### src/rtl/svc_pkg.sv
package svc_pkg;
  typedef logic [1:0] vcode_t;

  localparam vcode_t CODE_ZERO = 2'b00;
  localparam vcode_t CODE_ONE  = 2'b11;
  localparam vcode_t CODE_UNK  = 2'b01;

  // bit0: not exactly zero, bit1: exactly one
  function automatic vcode_t vc_encode(input logic val, input logic known);
    return {known & val, ~known | val};
  endfunction

  function automatic logic vc_exact1(input logic val, input logic known);
    return known & val;
  endfunction

  function automatic logic vc_exact0(input logic val, input logic known);
    return known & ~val;
  endfunction
endpackage

### src/rtl/vc_hist_reg.sv
module vc_hist_reg #(
  parameter int W = 1,
  parameter logic [W-1:0] INIT = '0
) (
  input  logic         clk,
  input  logic [W-1:0] d,
  output logic [W-1:0] q
);
  logic [W-1:0] q_r = INIT;

  always_ff @(posedge clk) begin
    q_r <= d;
  end

  assign q = q_r;
endmodule

### src/rtl/vc_channel.sv
module vc_channel
  import svc_pkg::*;
(
  input  logic smp_clk,
  input  logic val,
  input  logic known,
  output logic rose,
  output logic fell,
  output logic stable,
  output logic changed
);
  vcode_t cur_code;
  vcode_t past_code;
  logic   one_now, zero_now;
  logic   one_past, zero_past;

  assign cur_code = vc_encode(val, known);
  assign one_now  = vc_exact1(val, known);
  assign zero_now = vc_exact0(val, known);

  vc_hist_reg #(.W(2), .INIT(CODE_UNK)) u_code_hist (
    .clk(smp_clk), .d(cur_code), .q(past_code)
  );
  vc_hist_reg #(.W(1), .INIT(1'b0)) u_one_hist (
    .clk(smp_clk), .d(one_now), .q(one_past)
  );
  vc_hist_reg #(.W(1), .INIT(1'b0)) u_zero_hist (
    .clk(smp_clk), .d(zero_now), .q(zero_past)
  );

  assign stable  = (cur_code == past_code);
  assign changed = ~stable;
  assign rose    = one_now & ~one_past;
  assign fell    = zero_now & ~zero_past;

  // checker qualifier: high once one sampling edge has passed
  logic armed = 1'b0;
  always_ff @(posedge smp_clk) armed <= 1'b1;


  rose_fell_excl_chk: assert property (@(posedge smp_clk) disable iff (!armed)
    !(rose && fell));


  stable_no_edge_chk: assert property (@(posedge smp_clk) disable iff (!armed)
    stable |-> (!rose && !fell));


  no_double_rise_chk: assert property (@(posedge smp_clk) disable iff (!armed)
    rose |=> !rose);


  no_double_fall_chk: assert property (@(posedge smp_clk) disable iff (!armed)
    fell |=> !fell);


  to_unknown_chk: assert property (@(posedge smp_clk) disable iff (!armed)
    (!known && $past(known)) |-> (changed && !rose && !fell));


  known_flip_chk: assert property (@(posedge smp_clk) disable iff (!armed)
    (known && $past(known) && (val != $past(val))) |-> (rose || fell));
endmodule

### src/rtl/sampled_change_mon.sv
module sampled_change_mon #(
  parameter int N_CH      = 4,
  parameter bit RISE_EDGE = 1'b1
) (
  input  logic            clk,
  input  logic [N_CH-1:0] sig_val,
  input  logic [N_CH-1:0] sig_known,
  output logic [N_CH-1:0] rose_o,
  output logic [N_CH-1:0] fell_o,
  output logic [N_CH-1:0] stable_o,
  output logic [N_CH-1:0] changed_o
);
  logic smp_clk;

  generate
    if (RISE_EDGE) begin : g_rise
      assign smp_clk = clk;
    end else begin : g_fall
      assign smp_clk = ~clk;
    end
  endgenerate

  generate
    for (genvar c = 0; c < N_CH; c++) begin : g_ch
      vc_channel u_ch (
        .smp_clk (smp_clk),
        .val     (sig_val[c]),
        .known   (sig_known[c]),
        .rose    (rose_o[c]),
        .fell    (fell_o[c]),
        .stable  (stable_o[c]),
        .changed (changed_o[c])
      );
    end
  endgenerate
endmodule

### config.mk
export PLATFORM = sky130hd
export DESIGN_NAME = sampled_change_mon
export DESIGN_NICKNAME = d
export VERILOG_FILES = /design/src/rtl/svc_pkg.sv /design/src/rtl/vc_hist_reg.sv /design/src/rtl/vc_channel.sv /design/src/rtl/sampled_change_mon.sv
export SDC_FILE = /design/constraint.sdc
export NUM_CORES = 1
export LEC_CHECK = 0
export CORE_MARGIN = 8
export CORE_UTILIZATION = 46
export CTS_BUF_LIST = sky130_fd_sc_hd__clkbuf_16
export DETAILED_ROUTE_END_ITERATION = 6
export GPL_ROUTABILITY_DRIVEN = 1
export PLACE_DENSITY_LB_ADDON = 0.3
export SLEW_MARGIN = 20
export SYNTH_ARGS = -nofsm -noshare
export SYNTH_HDL_FRONTEND = slang
export SYNTH_SLANG_ARGS = --single-unit
### constraint.sdc
create_clock -name clk -period 4.1 [get_ports clk]
set_input_delay 0.82 -clock clk [delete_from_list [all_inputs] [get_ports clk]]
set_output_delay 0.82 -clock clk [all_outputs]
set_load 0.03 [all_outputs]
==> results of run 1 <==
[critical path, stage by stage]
cell and delay [ns]:
clkdlybuf4s50_1 0.46, and2_2 0.20, ha_1 0.29, and2_1 0.15
mux2_4 0.26, clkdlybuf4s50_1 0.59
[Yosys cell counts]
cell	number	area [sq um]
and2_1	5	31.3
nand2b_4	4	55.1
nor2b_1	4	25.0
nor2_1	4	15.0
inv_1	4	15.0
dfxtp_1	12	240
ha_1	4	50.1
buf_4	16	120
inv_4	4	25.0
mux2i_1	4	40.0
mux2_4	4	60.1
and2_2	3	22.5
[power by group through the flow]
stage / registers, mW / clock network, mW / logic (mW)
floorplan: 0.127 / 0 / 0.0803
global placement: 0.127 / 0 / 0.100
detailed placement: 0.127 / 0 / 0.101
CTS: 0.125 / 0.183 / 0.102
global route: 0.126 / 0.188 / 0.108
finish: 0.125 / 0.178 / 0.0997
[registers in the layout, indices dropped and copies added, names as in the netlist]
| name | count |
|---|---|
| g_ch.u_ch.u_zero_hist.q | 4 |
| g_ch.u_ch.u_code_hist.q | 8 |
[routing by layer]
layer  vias up  track usage (%)
met5         -                0
met4         0             4.80
met3         3             6.15
met2        14             14.2
met1       181             8.13
li1        216                -
[cells in the final DEF, fill, tap and decap left out, drive strengths merged]
cell | synthesis | routed
ha | 4 | 4
dfxtp | 12 | 12
mux2i | 4 | 4
clkbuf | 0 | 3
clkdlybuf4s50 | 0 | 24
inv | 8 | 8
and2 | 8 | 8
nor2 | 4 | 4
nand2b | 4 | 4
clkinv | 0 | 1
nor2b | 4 | 4
mux2 | 4 | 4
[worst paths after layout]
| kind | from | to | slack, ns | depth (start not counted) |
|---|---|---|---|---|
| setup / recovery | sig_known[0] | stable_o[0] | 0.51 | 6 |
| hold / removal | sig_known[2] | g_ch[2].u_ch.u_code_hist.q[0] | 1.17 | 2 |
[per-stage QoR]
stage,instances,worst slack (ns)
2_1_floorplan,68,1.44
3_3_place_gp,92,0.516
3_5_place_dp,92,0.492
4_1_cts,96,0.489
5_1_grt,96,0.412
6_report,96,0.508
[cells by family after synthesis]
| family | share of synthesized area, % |
|---|---|
| adders and majority gates | 7.16 |
| buffers and inverters | 22.9 |
| DFF | 34.3 |
| and+or+nand+nor | 21.3 |
| muxes | 14.3 |
[cell type report]
type                            instances  share of cell area (%)
Timing Repair Buffer                   24                    26.2
Inverter                                8                    4.36
Sequential cell                        12                    26.2
Clock inverter                          1                   0.409
Clock buffer                            3                    8.17
Tap cell                               16                    2.18
Multi-Input combinational cell         32                    32.6
==> impl_metrics.tcl, run 1 <==
set metrics [dict create \
    syn_area_sq_um 699 \
    netSwitchingFraction_pct 25.2 \
    internal_power_mw 0.301 \
    hpwl_microns 876 \
    cts_resized 0 \
    slew_viol_final 0 \
    required_ns 3.28 \
    place.gp.congestion 0.669 \
    highest-signal-layer "met4" \
    rsz0062_at_grt "no" \
    yosysSeqAreaShare_pct 34.3 \
    cts_buffer_depth 2 \
    relSlewSlack_pct 78.7 \
    grt_pass1_wl_microns 1860 \
    placed_area_sq_um 840 \
    startpoint_type "primary input" \
    pin_count 25 \
    crit_type "in -> out" \
    p_switching_mw 0.101 \
    n_fill_cell 139 \
    ant_nets 0 \
    post_synth_num_cell_types 12 \
    start_util_pct 47.5 \
    wl_met2_microns 508 \
    syn_avg_cell_area_sq_um 10.3 \
    fin_crit_ns 3.59 \
    syn_inst 68 \
    dr.pass1.iters 2 \
    drc_errors 0 \
    p_total_mw 0.403 \
    p_leak_nw 0.413 \
    synth_nets 81 \
    die-area_sq_um 3020 \
    stdcell_area_sq_um 918 \
    worst_pin_slew_ns 0.319 \
    cts_tree "yes" \
    worst_hold_slack_ns 1.17 \
    diodes 0 \
    worstSetupEndpointType "primary output" \
    finalNetCount 94 \
    multiInputGateArea_sq_um 299 \
    grt_overflow 0 \
    cts_root_buf "clkbuf_16" \
    grt_max_degree 8 \
    post_cts_buffers 0 \
    ys_ff_latch 12 \
    seq_power_share_pct 31.1 \
    htreeDepth 1 \
    maxCapViolCount 0 \
    drt_iter0_drc 2 \
    vias 414 \
    peakVddDrop_mv 0.332 \
    grt.total_usage_pct 8.76 \
    final-setup-viol-count 0 \
    routed_wl_microns 1010 \
    max_freq_mhz 278 \
    combPwrFrac_pct 24.8 \
    crit_path_max_fanout 2 \
    area_growth_pct 31.3 \
    antenna_found_initial 0 \
    portBuffers 24 \
    routedWlPerCell_microns 10.6 \
    tns_ns 0 \
    clock_sink_count 12 \
    fp.dieW_microns 55.0 \
    grt_pass1_vias 466 \
    ys_warn_count 0 \
    p_clk_share_pct 44.1 \
    p_per_area_nw_per_um2 438 \
    wl_met1_microns 375 \
    wl_met3_microns 107 \
    viasPerCell 4.31 \
    seq_area_sq_um 240 \
    numCtsBuffers 3 \
    clkTransAtPathRegs_ns 0.04 \
    rows 14 \
    hold_class "in -> reg" \
    hold_buffers 0 \
    status "finished clean" \
    hold_violations 0 \
    layout-drive-gt1-share_pct 22.5 \
    final_util_pct 62.4 \
    fp.coreArea_sq_um 1470 \
    worst_ep_arrival_time_ns 2.77 \
    chipHeight_microns 55.0 \
    fin_crit_sh_pct 87.6 \
]
(Power assumes the default switching activity.)
==> run 2, diff against run 1 <==
SLEW_MARGIN = 40   (was 20)
==> results of run 2 <==
Same layout as run 1: the final DEF is identical, and so are final timing and power.
==> run 3, diff against run 2 <==
CAP_MARGIN = 10   (was not set)
HOLD_SLACK_MARGIN = 0.12   (was not set)
MAX_ROUTING_LAYER = met4   (was not set)
==> impl_metrics.tcl, run 3 (synthesized netlist as in run 1, its figures left out) <==
set metrics [dict create \
    status "finished clean" \
    pin_count 25 \
    dr.pass1.iters 2 \
    critical_path.cell_chain "clkdlybuf4s50_1 -> and2_2 -> ha_1 -> and2_1 -> mux2_4 -> clkdlybuf4s50_1" \
    crit_type "in -> out" \
    cpPeakStageDelay_ns 0.59 \
    drc_errors 0 \
    drt_iter0_drc 2 \
    maxCapViolCount 0 \
    required_ns 3.28 \
    critPathMostFrequentCell "clkdlybuf4s50_1" \
    cts_tree "yes" \
    stdcell_area_sq_um 918 \
    clock_sink_count 12 \
    largest_reg_flops 8 \
    grt_pass1_wl_microns 1860 \
    grt_max_degree 8 \
    fin_cells 96 \
    cts_buffer_depth 2 \
    crit_buf_inv 2 \
    viasPerCell 4.33 \
    area_growth_pct 31.3 \
    slowest_stage "clkdlybuf4s50_1" \
    p_per_area_nw_per_um2 438 \
    antenna_found_initial 0 \
    routed_wl_microns 1010 \
    post_cts_buffers 0 \
    htreeDepth 1 \
    start_util_pct 47.5 \
    place.gp.congestion 0.675 \
    p_leak_nw 0.413 \
    numCtsBuffers 3 \
    worst_ep_arrival_time_ns 2.77 \
    portBuffers 24 \
    worstSetupEndpointType "primary output" \
    peakVddDrop_mv 0.332 \
    relSlewSlack_pct 78.4 \
    vias 416 \
    grt_pass1_vias 465 \
    final-setup-viol-count 0 \
    clkTransAtPathRegs_ns 0.04 \
    dp.cells 92 \
    tns_ns 0 \
    routedWlPerCell_microns 10.6 \
    hold_class "in -> reg" \
    max_freq_mhz 278 \
    finalNetCount 94 \
    layout_common_cells "clkdlybuf4s50_1, dfxtp_1, and2_1" \
    crit_path_max_fanout 2 \
    die-area_sq_um 3020 \
    slew_viol_final 0 \
    rsz0062_at_grt "no" \
    startpoint_type "primary input" \
    fin_crit_sh_pct 87.6 \
    final_util_pct 62.4 \
    cp_top_family "buffers and inverters" \
    layout-drive-gt1-share_pct 22.5 \
    fp.coreArea_sq_um 1470 \
    fp.dieW_microns 55.0 \
    worst_pin_slew_ns 0.322 \
    grt.total_usage_pct 9.03 \
    final_common_cell "clkdlybuf4s50_1" \
    fin_crit_ns 3.59 \
    hpwl_microns 876 \
    chipHeight_microns 55.0 \
    hold_buffers 0 \
    whs_path_depth 2 \
    ant_nets 0 \
    cp.depth 6 \
    cts_root_buf "clkbuf_16" \
    placed_area_sq_um 840 \
    cts_resized 0 \
    grt_overflow 0 \
    hold_violations 0 \
    p_total_mw 0.403 \
    diodes 0 \
    rows 14 \
]
==> run 3: cell counts in the layout (fill, tap and decap cells not counted) <==
No cell type changed its count.
==> run 3: path summary, 6_finish.rpt <==
check                         from                            end  slack [ns]
worst max-delay path  sig_known[0]                    stable_o[0]        0.51
worst min-delay path  sig_known[2]  g_ch[2].u_ch.u_code_hist.q[0]        1.17
==> run 3: power breakdown <==
part / leakage, nW / switching (mW) / total (mW) / internal (mW)
logic: 0.274 / 0.0501 / 0.0997 / 0.0496
registers: 0.100 / 0.00177 / 0.125 / 0.123
clock network: 0.0385 / 0.0495 / 0.178 / 0.128
total: 0.413 / 0.101 / 0.403 / 0.301
==> run 3: metrics by stage <==
stage               hold slack, ns  setup WS [ns]
floorplan                    0.919           1.44
global placement              1.42          0.516
detailed placement            1.42          0.492
CTS                           1.17          0.489
global route                  1.19          0.412
finish                        1.17          0.508
==> run 3: layout make-up <==
| class | count | area [sq um] |
|---|---|---|
| Clock buffer | 3 | 75.1 |
| Inverter | 8 | 40.0 |
| Clock inverter | 1 | 3.75 |
| Tap cell | 16 | 20.0 |
| Fill cell | 139 | 553 |
| Sequential cell | 12 | 240 |
| Timing Repair Buffer | 24 | 240 |
| Multi-Input combinational cell | 32 | 299 |
==> run 3: metal layers <==
metal  up-vias  track usage (%)  share of wire [%]
met4         0             4.80                2.9
li1        216                -                  -
met3         5             5.61                9.0
met1       181             8.44                 39
met2        14             14.2                 49
met5         -                -                  0
